**src/rtl/qport_pkg.sv**
```systemverilog
package qport_pkg;

    typedef enum logic {
        PUSH_IDLE = 1'b0,
        PUSH_HELD = 1'b1
    } push_state_t;

    typedef enum logic {
        POP_IDLE = 1'b0,
        POP_WAIT = 1'b1
    } pop_state_t;

    typedef enum logic [1:0] {
        FN_PASS   = 2'd0,
        FN_AVG    = 2'd1,
        FN_CLRLOW = 2'd2,
        FN_POPCNT = 2'd3
    } push_fn_t;

endpackage

```
**src/rtl/qport_push_alu.sv**
```systemverilog
module qport_push_alu
    import qport_pkg::*;
#(
    parameter int W = 32
) (
    input  logic [1:0]   fn,
    input  logic [W-1:0] opa,
    input  logic [W-1:0] opb,
    output logic [W-1:0] result
);

    localparam logic [W-1:0] ONE = {{(W-1){1'b0}}, 1'b1};

    logic [W:0]   wide_sum;
    logic [W-1:0] ones_cnt;
    logic [W-1:0] clr_low;

    assign wide_sum = {1'b0, opa} + {1'b0, opb};
    assign clr_low  = opa & (opa - ONE);

    always_comb begin
        ones_cnt = '0;
        for (int i = 0; i < W; i++) begin
            ones_cnt = ones_cnt + {{(W-1){1'b0}}, opa[i]};
        end
    end

    always_comb begin
        unique case (push_fn_t'(fn))
            FN_PASS:   result = opa;
            FN_AVG:    result = wide_sum[W:1];
            FN_CLRLOW: result = clr_low;
            FN_POPCNT: result = ones_cnt;
        endcase
    end

endmodule

```
**src/rtl/qport_push_fsm.sv**
```systemverilog
module qport_push_fsm
    import qport_pkg::*;
#(
    parameter int W = 32
) (
    input  logic         clk,
    input  logic         rst_n,
    input  logic         issue,
    input  logic [W-1:0] value,
    input  logic         full,
    output logic         push,
    output logic [W-1:0] data,
    output logic         stall
);

    push_state_t state_q;
    push_state_t state_d;
    logic        accept;

    always_ff @(posedge clk or negedge rst_n) begin
        if (!rst_n) begin
            state_q <= PUSH_IDLE;
        end else begin
            state_q <= state_d;
        end
    end

    always_comb begin
        state_d = state_q;
        accept  = 1'b0;
        push    = 1'b0;
        stall   = 1'b0;
        unique case (state_q)
            PUSH_IDLE: begin
                accept = issue;
                if (issue) begin
                    state_d = PUSH_HELD;
                end
            end
            PUSH_HELD: begin
                if (full) begin
                    stall = 1'b1;
                end else begin
                    push   = 1'b1;
                    accept = issue;
                    if (!issue) begin
                        state_d = PUSH_IDLE;
                    end
                end
            end
        endcase
    end

    always_ff @(posedge clk or negedge rst_n) begin
        if (!rst_n) begin
            data <= '0;
        end else if (accept) begin
            data <= value;
        end
    end

endmodule

```
**src/rtl/qport_pop_fsm.sv**
```systemverilog
module qport_pop_fsm
    import qport_pkg::*;
#(
    parameter int W = 32
) (
    input  logic         clk,
    input  logic         rst_n,
    input  logic         issue,
    input  logic         empty,
    input  logic [W-1:0] din,
    output logic         pop,
    output logic         stall,
    output logic [W-1:0] result,
    output logic         valid
);

    pop_state_t state_q;
    pop_state_t state_d;

    always_ff @(posedge clk or negedge rst_n) begin
        if (!rst_n) begin
            state_q <= POP_IDLE;
        end else begin
            state_q <= state_d;
        end
    end

    always_comb begin
        state_d = state_q;
        pop     = 1'b0;
        stall   = 1'b0;
        unique case (state_q)
            POP_IDLE: begin
                if (issue) begin
                    if (empty) begin
                        stall   = 1'b1;
                        state_d = POP_WAIT;
                    end else begin
                        pop = 1'b1;
                    end
                end
            end
            POP_WAIT: begin
                if (empty) begin
                    stall = 1'b1;
                end else begin
                    pop     = 1'b1;
                    state_d = POP_IDLE;
                end
            end
        endcase
    end

    always_ff @(posedge clk or negedge rst_n) begin
        if (!rst_n) begin
            result <= '0;
            valid  <= 1'b0;
        end else begin
            valid <= pop;
            if (pop) begin
                result <= din;
            end
        end
    end

endmodule

```
**src/rtl/qport_bridge.sv**
```systemverilog
module qport_bridge
    import qport_pkg::*;
#(
    parameter int W = 32
) (
    input  logic         clk,
    input  logic         rst_n,
    input  logic         push_issue,
    input  logic [1:0]   push_fn,
    input  logic [W-1:0] push_opa,
    input  logic [W-1:0] push_opb,
    output logic         push_stall,
    input  logic         oq_full,
    output logic         oq_push,
    output logic [W-1:0] oq_data,
    input  logic         pop_issue,
    output logic         pop_stall,
    input  logic         iq_empty,
    output logic         iq_pop,
    input  logic [W-1:0] iq_data,
    output logic [W-1:0] pop_result,
    output logic         pop_valid
);

    logic [W-1:0] push_value;

    qport_push_alu #(.W(W)) u_alu (
        .fn     (push_fn),
        .opa    (push_opa),
        .opb    (push_opb),
        .result (push_value)
    );

    qport_push_fsm #(.W(W)) u_push (
        .clk   (clk),
        .rst_n (rst_n),
        .issue (push_issue),
        .value (push_value),
        .full  (oq_full),
        .push  (oq_push),
        .data  (oq_data),
        .stall (push_stall)
    );

    qport_pop_fsm #(.W(W)) u_pop (
        .clk    (clk),
        .rst_n  (rst_n),
        .issue  (pop_issue),
        .empty  (iq_empty),
        .din    (iq_data),
        .pop    (iq_pop),
        .stall  (pop_stall),
        .result (pop_result),
        .valid  (pop_valid)
    );

endmodule

```
**config.mk**
```make
export PLATFORM = sky130hd
export DESIGN_NAME = qport_bridge
export DESIGN_NICKNAME = d
export VERILOG_FILES = /design/src/rtl/qport_pkg.sv /design/src/rtl/qport_push_alu.sv /design/src/rtl/qport_push_fsm.sv /design/src/rtl/qport_pop_fsm.sv /design/src/rtl/qport_bridge.sv
export SDC_FILE = /design/constraint.sdc
export NUM_CORES = 1
export LEC_CHECK = 0
export BUFFER_PORTS_ARGS = -buffer_cell sky130_fd_sc_hd__buf_2
export CAP_MARGIN = 20
export CORE_MARGIN = 1
export CORE_UTILIZATION = 54
export CTS_CLUSTER_SIZE = 16
export DETAILED_ROUTE_END_ITERATION = 10
export GPL_TIMING_DRIVEN = 0
export PLACE_DENSITY = 0.82
export SYNTH_ARGS = -nofsm -noshare
export SYNTH_HDL_FRONTEND = slang
export SYNTH_HIERARCHICAL = 1
export SYNTH_SLANG_ARGS = --single-unit
```
**constraint.sdc**
```tcl
create_clock -name clk -period 1.7 [get_ports clk]
set_input_delay 0.34 -clock clk [delete_from_list [all_inputs] [get_ports clk]]
set_output_delay 0.34 -clock clk [all_outputs]
set_load 0.01 [all_outputs]
```
==> flow_summary.json, run 1 <==
{
  "synth.most_common_cell": "dfrtp_1",
  "cts.htree.levels": 3,
  "syn_area_um2": 5961,
  "synth_simple_gate_area_frac": 0.1121,
  "path_class": "in2reg",
  "ios": 173,
  "synth.net_count": 775,
  "die_h_um": 107.1,
  "routed-wl-met3_um": 1682,
  "ys.flop_type": "dfrtp_1",
  "grt_max_degree": 68,
  "fin_crit_ns": 4.938,
  "ys_warn_count": 6,
  "preCtsSetupSlack_ns": -3.677,
  "place_congestion": 0.8835,
  "cts_made_buffers": 9,
  "comb_power_share": 0.625,
  "synth_top_family_by_area": "compound AO/OA/AOI/OAI gates",
  "wl_met2_um": 10490,
  "crit_top_cell": "fa_1",
  "synth_largest_area_cell": "dfrtp_1",
  "grt-ovfl-total": 0,
  "switching_power_uw": 3986,
  "synth_edf_count": 0,
  "vias": 6135,
  "worst_ep_required_time_ns": 1.96,
  "rsz0062_at_grt": "true",
  "synth_compound_area_frac": 0.1853,
  "yosys.area_share.adder": 0.1679,
  "holdBufCountCts": 0,
  "met1_length_um": 8377,
  "start_util": 0.5672,
  "r2r_start": "u_push/state_q$_DFF_PN0_",
  "ys_async_sr_fraction": 1.000,
  "clkTransAtPathRegs_ns": 0.11,
  "setup_viol": 32,
  "cp_slowest_stage_delay_ns": 0.58,
  "firstDrtPassIters": 8,
  "cts_num_sinks": 67,
  "drcViolationCount": 0,
  "placedCellCount": 914,
  "endpoint_kind": "flip-flop",
  "clock-root-buffer": "clkbuf_8",
  "core_area_um2": 10510,
  "synth_cell_types": 63,
  "crit_slowest_cell": "fa_2",
  "synth_top_cell_area_share": 0.2813,
  "violations": "setup timing",
  "synthXorXnorAreaFrac": 0.04261,
  "peakVddDrop_uv": 1104,
  "synthesis.instances": 606,
  "leakagePower_uw": 0.004145,
  "reg2reg_to": "u_push/data[6]$_DFFE_PN0P_",
  "critPathTopFamily": "adder cells",
  "yosysSeqAreaShare": 0.2813,
  "setup_slack_ns": -3.238,
  "cts_tree": "yes",
  "avgViaCountPerCell": 6.286,
  "synth.mux.area_fraction": 0.1476,
  "antenna_left": 0,
  "final_area_um2": 8662,
  "p_int_uw": 5540,
  "die_area_um2": 11460,
  "portBuffers": 172,
  "clockBufferDepth": 2,
  "antenna_cells": 0,
  "syn_area_per_cell_um2": 9.836,
  "synth.area.top_cells": "dfrtp_1 (28%), fa_1 (8.4%), ha_1 (8.4%), mux2_4 (7.8%), mux2_2 (6.2%)",
  "cp_max_fo": 7,
  "num_rows": 37,
  "worst_pin_slew_ns": 0.8686,
  "hold_class": "in2async",
  "setup_tns_ns": -34.61,
  "crit_arrival_ns": 5.19,
  "drv_slew": 0,
  "routed.top_layer": "met4",
  "max-slew-margin-rel": 0.4209,
  "antenna_found_initial": 0,
  "hpwl_um": 14370,
  "path_depth": 19,
  "globalRouteTotalUtil": 0.3595,
  "outcome": "finished, violations left",
  "post-route-util": 0.8243,
  "synthTopCellsByCount": "dfrtp_1 (67), inv_1 (62), nand2_1 (41), ha_1 (40), a21oi_1 (34)",
  "p_seq_frac": 0.217,
  "power_per_cell_area_nw_per_um2": 1100,
  "final.period_utilization": 2.904,
  "ys_seq_elements": 67,
  "syn2layout_area_growth_pct": 45.32,
  "grt_pass1_wl_um": 31500,
  "drt_iter0_drc": 638,
  "reg2regPathDepth": 3,
  "path_cells": "buf_4 -> inv_1 -> fa_1 -> fa_2 -> fa_2 -> fa_1 -> fa_1 -> fa_1 -> inv_2 -> ha_4 -> buf_4 -> a21o_1 -> a21oi_2 -> nor2b_1 -> o21ai_1 -> nor2_1 -> a31oi_1 -> o21ai_1 -> mux2_4",
  "crit_path_start_kind": "input pin",
  "switching_share": 0.4185,
  "die_width_um": 107.1,
  "clkPwrFrac": 0.158,
  "skew_ns": 0.01714,
  "clock_latency_ns": 0.36,
  "finalWirelength_um": 21580,
  "wl_per_cell_um": 22.11,
  "rrSetupSlack_ns": 0.19,
  "placed_cell_area_um2": 7346,
  "grt_pass1_vias": 6091,
  "worst-path-buf-inv": 4,
  "cap_violations": 0,
  "finalNonFillerCells": 976,
  "final_nets": 1004,
  "max_freq_mhz": 202.5,
  "drive_gt1_frac": 0.5405,
  "hold_violations": 0
}
## power by group through the flow
stage	logic, uW	clock network (uW)	registers [uW]
floorplan	3240	0	2220
global placement	4460	0	2060
detailed placement	4670	0	2080
CTS	5280	1500	2060
global route	6400	1560	2100
finish	5950	1510	2060
## area by class of cell
type	count	area [um2]
Inverter	63	254.0
Fill cell	599	1847
Clock inverter	7	82.58
Sequential cell	67	1677
Multi-Input combinational cell	451	4768
Buffer	22	170.2
Tap cell	136	170.2
Timing Repair Buffer	221	1416
Clock buffer	9	123.9
## registers in the layout, summed over array words and instances (netlist names)
signal          flops
u_pop/result       32
u_pop/state_q       1
u_pop/valid         1
u_push/data        32
u_push/state_q      1
## worst max-delay path by stage
stage | endpoint | start | slack [ns]
2_1_floorplan | u_push/data[1]$_DFFE_PN0P_ | push_opa[17] | -3.11
3_3_place_gp | u_push/data[5]$_DFFE_PN0P_ | push_opa[1] | -3.54
3_5_place_dp | u_push/data[5]$_DFFE_PN0P_ | push_opa[1] | -3.68
4_1_cts | u_push/data[4]$_DFFE_PN0P_ | push_opa[25] | -3.06
5_1_grt | u_push/data[4]$_DFFE_PN0P_ | push_opa[17] | -3.28
6_report | u_push/data[5]$_DFFE_PN0P_ | push_opa[3] | -3.24
## per-stage QoR
stage,total power (uW),hold slack [ns]
after floorplan,5464,0.04441
after global placement,6525,0.4853
after detailed placement,6754,0.4860
after CTS,8847,0.1176
after global routing,10060,0.1614
final,9526,0.05318
## metal layers
metal  vias to the layer above  GRT usage
met1                      2968     0.4467
met4                         0     0.1341
met2                       409     0.6290
met5                         -          0
met3                       114    0.05410
li1                       2644          -
## repair_timing
item,CTS,global route
endpoints found under the setup margin,33,33
buffers inserted,37,19
resized for setup,166,38
pin swaps,60,28
## cells in the final DEF, fill, tap and decap left out, drive strengths merged, types with 4 or more instances in the layout
| master | instances |
|---|---|
| buf | 229 |
| dfrtp | 67 |
| inv | 66 |
| mux2 | 64 |
| nand2 | 41 |
| ha | 40 |
| a21oi | 36 |
| o21ai | 31 |
| fa | 25 |
| clkbuf | 23 |
| a21o | 21 |
| nand3 | 19 |
| xnor2 | 19 |
| nor2 | 17 |
| o211ai | 11 |
| o21bai | 11 |
| xor2 | 10 |
| nor3 | 8 |
| nand4 | 7 |
| a31oi | 7 |
| o22ai | 6 |
| and2 | 6 |
| nor4 | 6 |
| o31ai | 6 |
| o32ai | 5 |
| nand3b | 4 |
| o21a | 4 |
| or2 | 4 |
| and3 | 4 |
## logic make-up (layout without fill, tap and decap cells)
family                   after synthesis  count (layout)
buffers and inverters                 88             322
XOR/XNOR                              29              29
adder cells (fa/ha/maj)               65              65
multiplexers                          67              67
flip-flops                            67              67
AO/OA/AOI/OAI                        161             161
AND/OR/NAND/NOR                      129             129
Power figures use the tool's default switching activity.
==> inputs of run 2 (changes only) <==
--- a/config.mk
+++ b/config.mk
@@ -5,14 +5,16 @@
 export SDC_FILE = /design/constraint.sdc
 export NUM_CORES = 1
 export LEC_CHECK = 0
+export ABC_AREA = 1
 export BUFFER_PORTS_ARGS = -buffer_cell sky130_fd_sc_hd__buf_2
 export CAP_MARGIN = 20
+export CORE_ASPECT_RATIO = 0.6
 export CORE_MARGIN = 1
-export CORE_UTILIZATION = 54
+export CORE_UTILIZATION = 55
 export CTS_CLUSTER_SIZE = 16
 export DETAILED_ROUTE_END_ITERATION = 10
 export GPL_TIMING_DRIVEN = 0
-export PLACE_DENSITY = 0.82
+export PLACE_DENSITY = 0.81
 export SYNTH_ARGS = -nofsm -noshare
 export SYNTH_HDL_FRONTEND = slang
 export SYNTH_HIERARCHICAL = 1
==> run 2 against run 1 <==
The flow still finishes with violations (setup timing). Critical endpoint is now u_push/data[4]$_DFFE_PN0P_. Register-to-register slack better by 0.31 ns. Synthesized cell count up 74%. Setup slack better by 0.22 ns. Fmax up 4.7%. Largest power group unchanged. Critical path type unchanged. Largest cell class unchanged. Utilization up 1.5 points. Sequential power down 4%.
==> flow_summary.json, run 2 <==
{
  "drv_slew": 0,
  "finalNonFillerCells": 1440,
  "final.period_utilization": 2.773,
  "clockBufferDepth": 2,
  "cp_max_fo": 4,
  "total_power_uw": 10840,
  "crit_slowest_cell": "fa_1",
  "outcome": "finished, violations left",
  "clock_latency_ns": 0.33,
  "place_congestion": 0.9844,
  "setup_slack_ns": -3.015,
  "worst-path-buf-inv": 5,
  "synth_cell_types": 48,
  "syn_area_um2": 6864,
  "fin_crit_ns": 4.715,
  "ys_warn_count": 6,
  "synthesis.instances": 1054,
  "synth.most_common_cell": "nand2_1",
  "hold_class": "in2async",
  "leakagePower_uw": 0.005257,
  "final_common_cell": "nand2_1",
  "worst_pin_slew_ns": 0.8571,
  "skew_ns": 0.006542,
  "portBuffers": 170,
  "grt-ovfl-total": 0,
  "placedCellCount": 1389,
  "cp_slowest_stage_delay_ns": 0.56,
  "yosysSeqAreaShare": 0.2443,
  "die_area_um2": 12950,
  "start_util": 0.5672,
  "synth.net_count": 1223,
  "core_area_um2": 12100,
  "die_h_um": 88.54,
  "syn_area_per_cell_um2": 6.512,
  "grt_max_degree": 68,
  "power_per_cell_area_nw_per_um2": 1067,
  "hold_violations": 0,
  "synth.area.top_cells": "dfrtp_1 (24%), nand2_1 (21%), nand3_1 (10%), inv_1 (8.2%), fa_1 (7.3%)",
  "finalWirelength_um": 28700,
  "ys_seq_elements": 67,
  "grt_pass1_vias": 7002,
  "violations": "setup timing",
  "synth_edf_count": 0,
  "globalRouteTotalUtil": 0.3881,
  "cts_num_sinks": 67,
  "synthTopCellsByCount": "nand2_1 (377), inv_1 (150), nand3_1 (137), nor2_1 (78), dfrtp_1 (67)",
  "firstDrtPassIters": 6,
  "ios": 173,
  "antenna_left": 0,
  "drt_iter0_drc": 1061,
  "cts.htree.levels": 3,
  "clkTransAtPathRegs_ns": 0.06,
  "num_rows": 31,
  "path_class": "in2reg",
  "cts_tree": "yes",
  "final_nets": 1439,
  "wl_per_cell_um": 19.93,
  "preCtsSetupSlack_ns": -3.364,
  "critPathTopFamily": "adder cells",
  "synth_largest_area_cell": "dfrtp_1",
  "max-slew-margin-rel": 0.4265,
  "holdBufCountCts": 0,
  "final_cell_mix": "nand2_1 (296), buf_2 (157), inv_1 (122)",
  "antenna_found_initial": 0,
  "biggestRegsByFlops": "u_pop/result x32, u_push/data x32",
  "setup_viol": 31,
  "cts_made_buffers": 9,
  "drive_gt1_frac": 0.4376,
  "ys_async_sr_fraction": 1.000,
  "vias": 8524,
  "grt_pass1_wl_um": 37690,
  "peakVddDrop_uv": 3385,
  "cap_violations": 0,
  "avgViaCountPerCell": 5.919,
  "max_freq_mhz": 212.1,
  "die_width_um": 146.2,
  "drcViolationCount": 0,
  "clock-root-buffer": "clkbuf_16",
  "crit_top_cell": "fa_2",
  "hpwl_um": 19810,
  "antenna_cells": 0,
  "worst_ep_required_time_ns": 1.93,
  "ys.flop_type": "dfrtp_1",
  "syn2layout_area_growth_pct": 48.05,
  "crit_arrival_ns": 4.94,
  "rsz0062_at_grt": "true",
  "path_cells": "buf_12 -> inv_6 -> fa_1 -> fa_2 -> fa_2 -> fa_1 -> fa_2 -> fa_1 -> inv_2 -> ha_4 -> inv_2 -> fa_2 -> inv_2 -> nand3_2 -> o211ai_1 -> a21oi_1 -> o21ai_1 -> nand3_1 -> nand3_1 -> nand2_1",
  "post-route-util": 0.8397,
  "synth_top_cell_area_share": 0.2443,
  "crit_path_start_kind": "input pin",
  "endpoint_kind": "flip-flop"
}
-- run 2: changes by cell type in the layout (fill, tap and decap cells not counted), sizes merged, moves of 6 or more --
cell    before  now
mux2        64    0
o211ai      11    5
nand4        7   13
nand2       41  386
nor2        17   92
nand3       19  150
o21ai       31   18
buf        229  223
xnor2       19    2
a31oi        7    1
clkbuf      23   15
a21o        21    1
xor2        10    0
inv         66  160
-- run 2: layout make-up --
| type | instances | area (um2) |
|---|---|---|
| multi-input combinational | 803 | 5772 |
| timing repair buffer | 205 | 1348 |
| clock buffer | 9 | 225.2 |
| tap | 165 | 206.4 |
| clock inverter | 7 | 100.1 |
| sequential | 67 | 1677 |
| buffer | 24 | 196.4 |
| inverter | 160 | 638.1 |
| fill | 749 | 1939 |
-- run 2: what timing repair did --
| item | 4_1_cts | 5_1_grt |
|---|---|---|
| pin swaps | 48 | 126 |
| buffers inserted | 9 | 26 |
| setup endpoints to repair | 32 | 32 |
| resized for setup | 152 | 238 |
| endpoints found under the hold margin | 0 | 0 |
-- run 2: logic make-up after synthesis --
| group | after synthesis | synth area share |
|---|---|---|
| xor gates and xnor gates | 2 | 0.002552 |
| AOI/OAI and AO/OA | 71 | 0.06399 |
| DFF | 67 | 0.2443 |
| adders and majority gates | 65 | 0.1458 |
| and+or+nand+nor | 665 | 0.4280 |
| buffers and inverters | 184 | 0.1154 |
-- run 2: metal layers --
metal	global-route usage	up-vias	routed length, um
met4	0.09091	0	1173
met1	0.5786	3956	11470
met2	0.5381	657	12010
li1	-	3785	-
met5	0	-	0
met3	0.1237	126	4048
-- run 2: worst reg2reg max path, cell delays in order (launching register included) --
cell,delay (ns)
dfrtp_1,0.39
nand2_2,0.18
buf_2,0.32
nand3_1,0.14
nand2_1,0.09
-- run 2: report_power, final --
group	total [uW]	internal, uW	switching, uW
sequential	1980	1850	134
clock	2020	1290	724
combinational	6840	2960	3880
-- run 2: path summary, 6_finish.rpt --
kind,start,end,slack (ns),cells past startpoint
worst max register to register,u_push/state_q$_DFF_PN0_,u_push/data[21]$_DFFE_PN0P_,0.50,4
min in group clk,iq_data[26],u_pop/result[26]$_DFFE_PN0P_,0.24,3
max in group asynchronous,rst_n,u_pop/result[22]$_DFFE_PN0P_,1.05,1
worst min-delay path,rst_n,u_pop/result[1]$_DFFE_PN0P_,0.11,1
worst min register to register,u_pop/result[1]$_DFFE_PN0P_,u_pop/result[1]$_DFFE_PN0P_,0.46,2
worst max-delay path,push_opa[25],u_push/data[4]$_DFFE_PN0P_,-3.01,20
-- run 2: stage by stage --
step | cell area [um2] | hold slack (ns) | setup TNS (ns)
4_1_cts | 9020 | 0.1331 | -16.82
5_1_grt | 10160 | 0.1745 | -21.40
6_report | 10160 | 0.1058 | -20.05
3_5_place_dp | 8003 | 0.4528 | -32.20
2_1_floorplan | 6943 | 0.04441 | -15.53
3_3_place_gp | 8000 | 0.4489 | -31.53
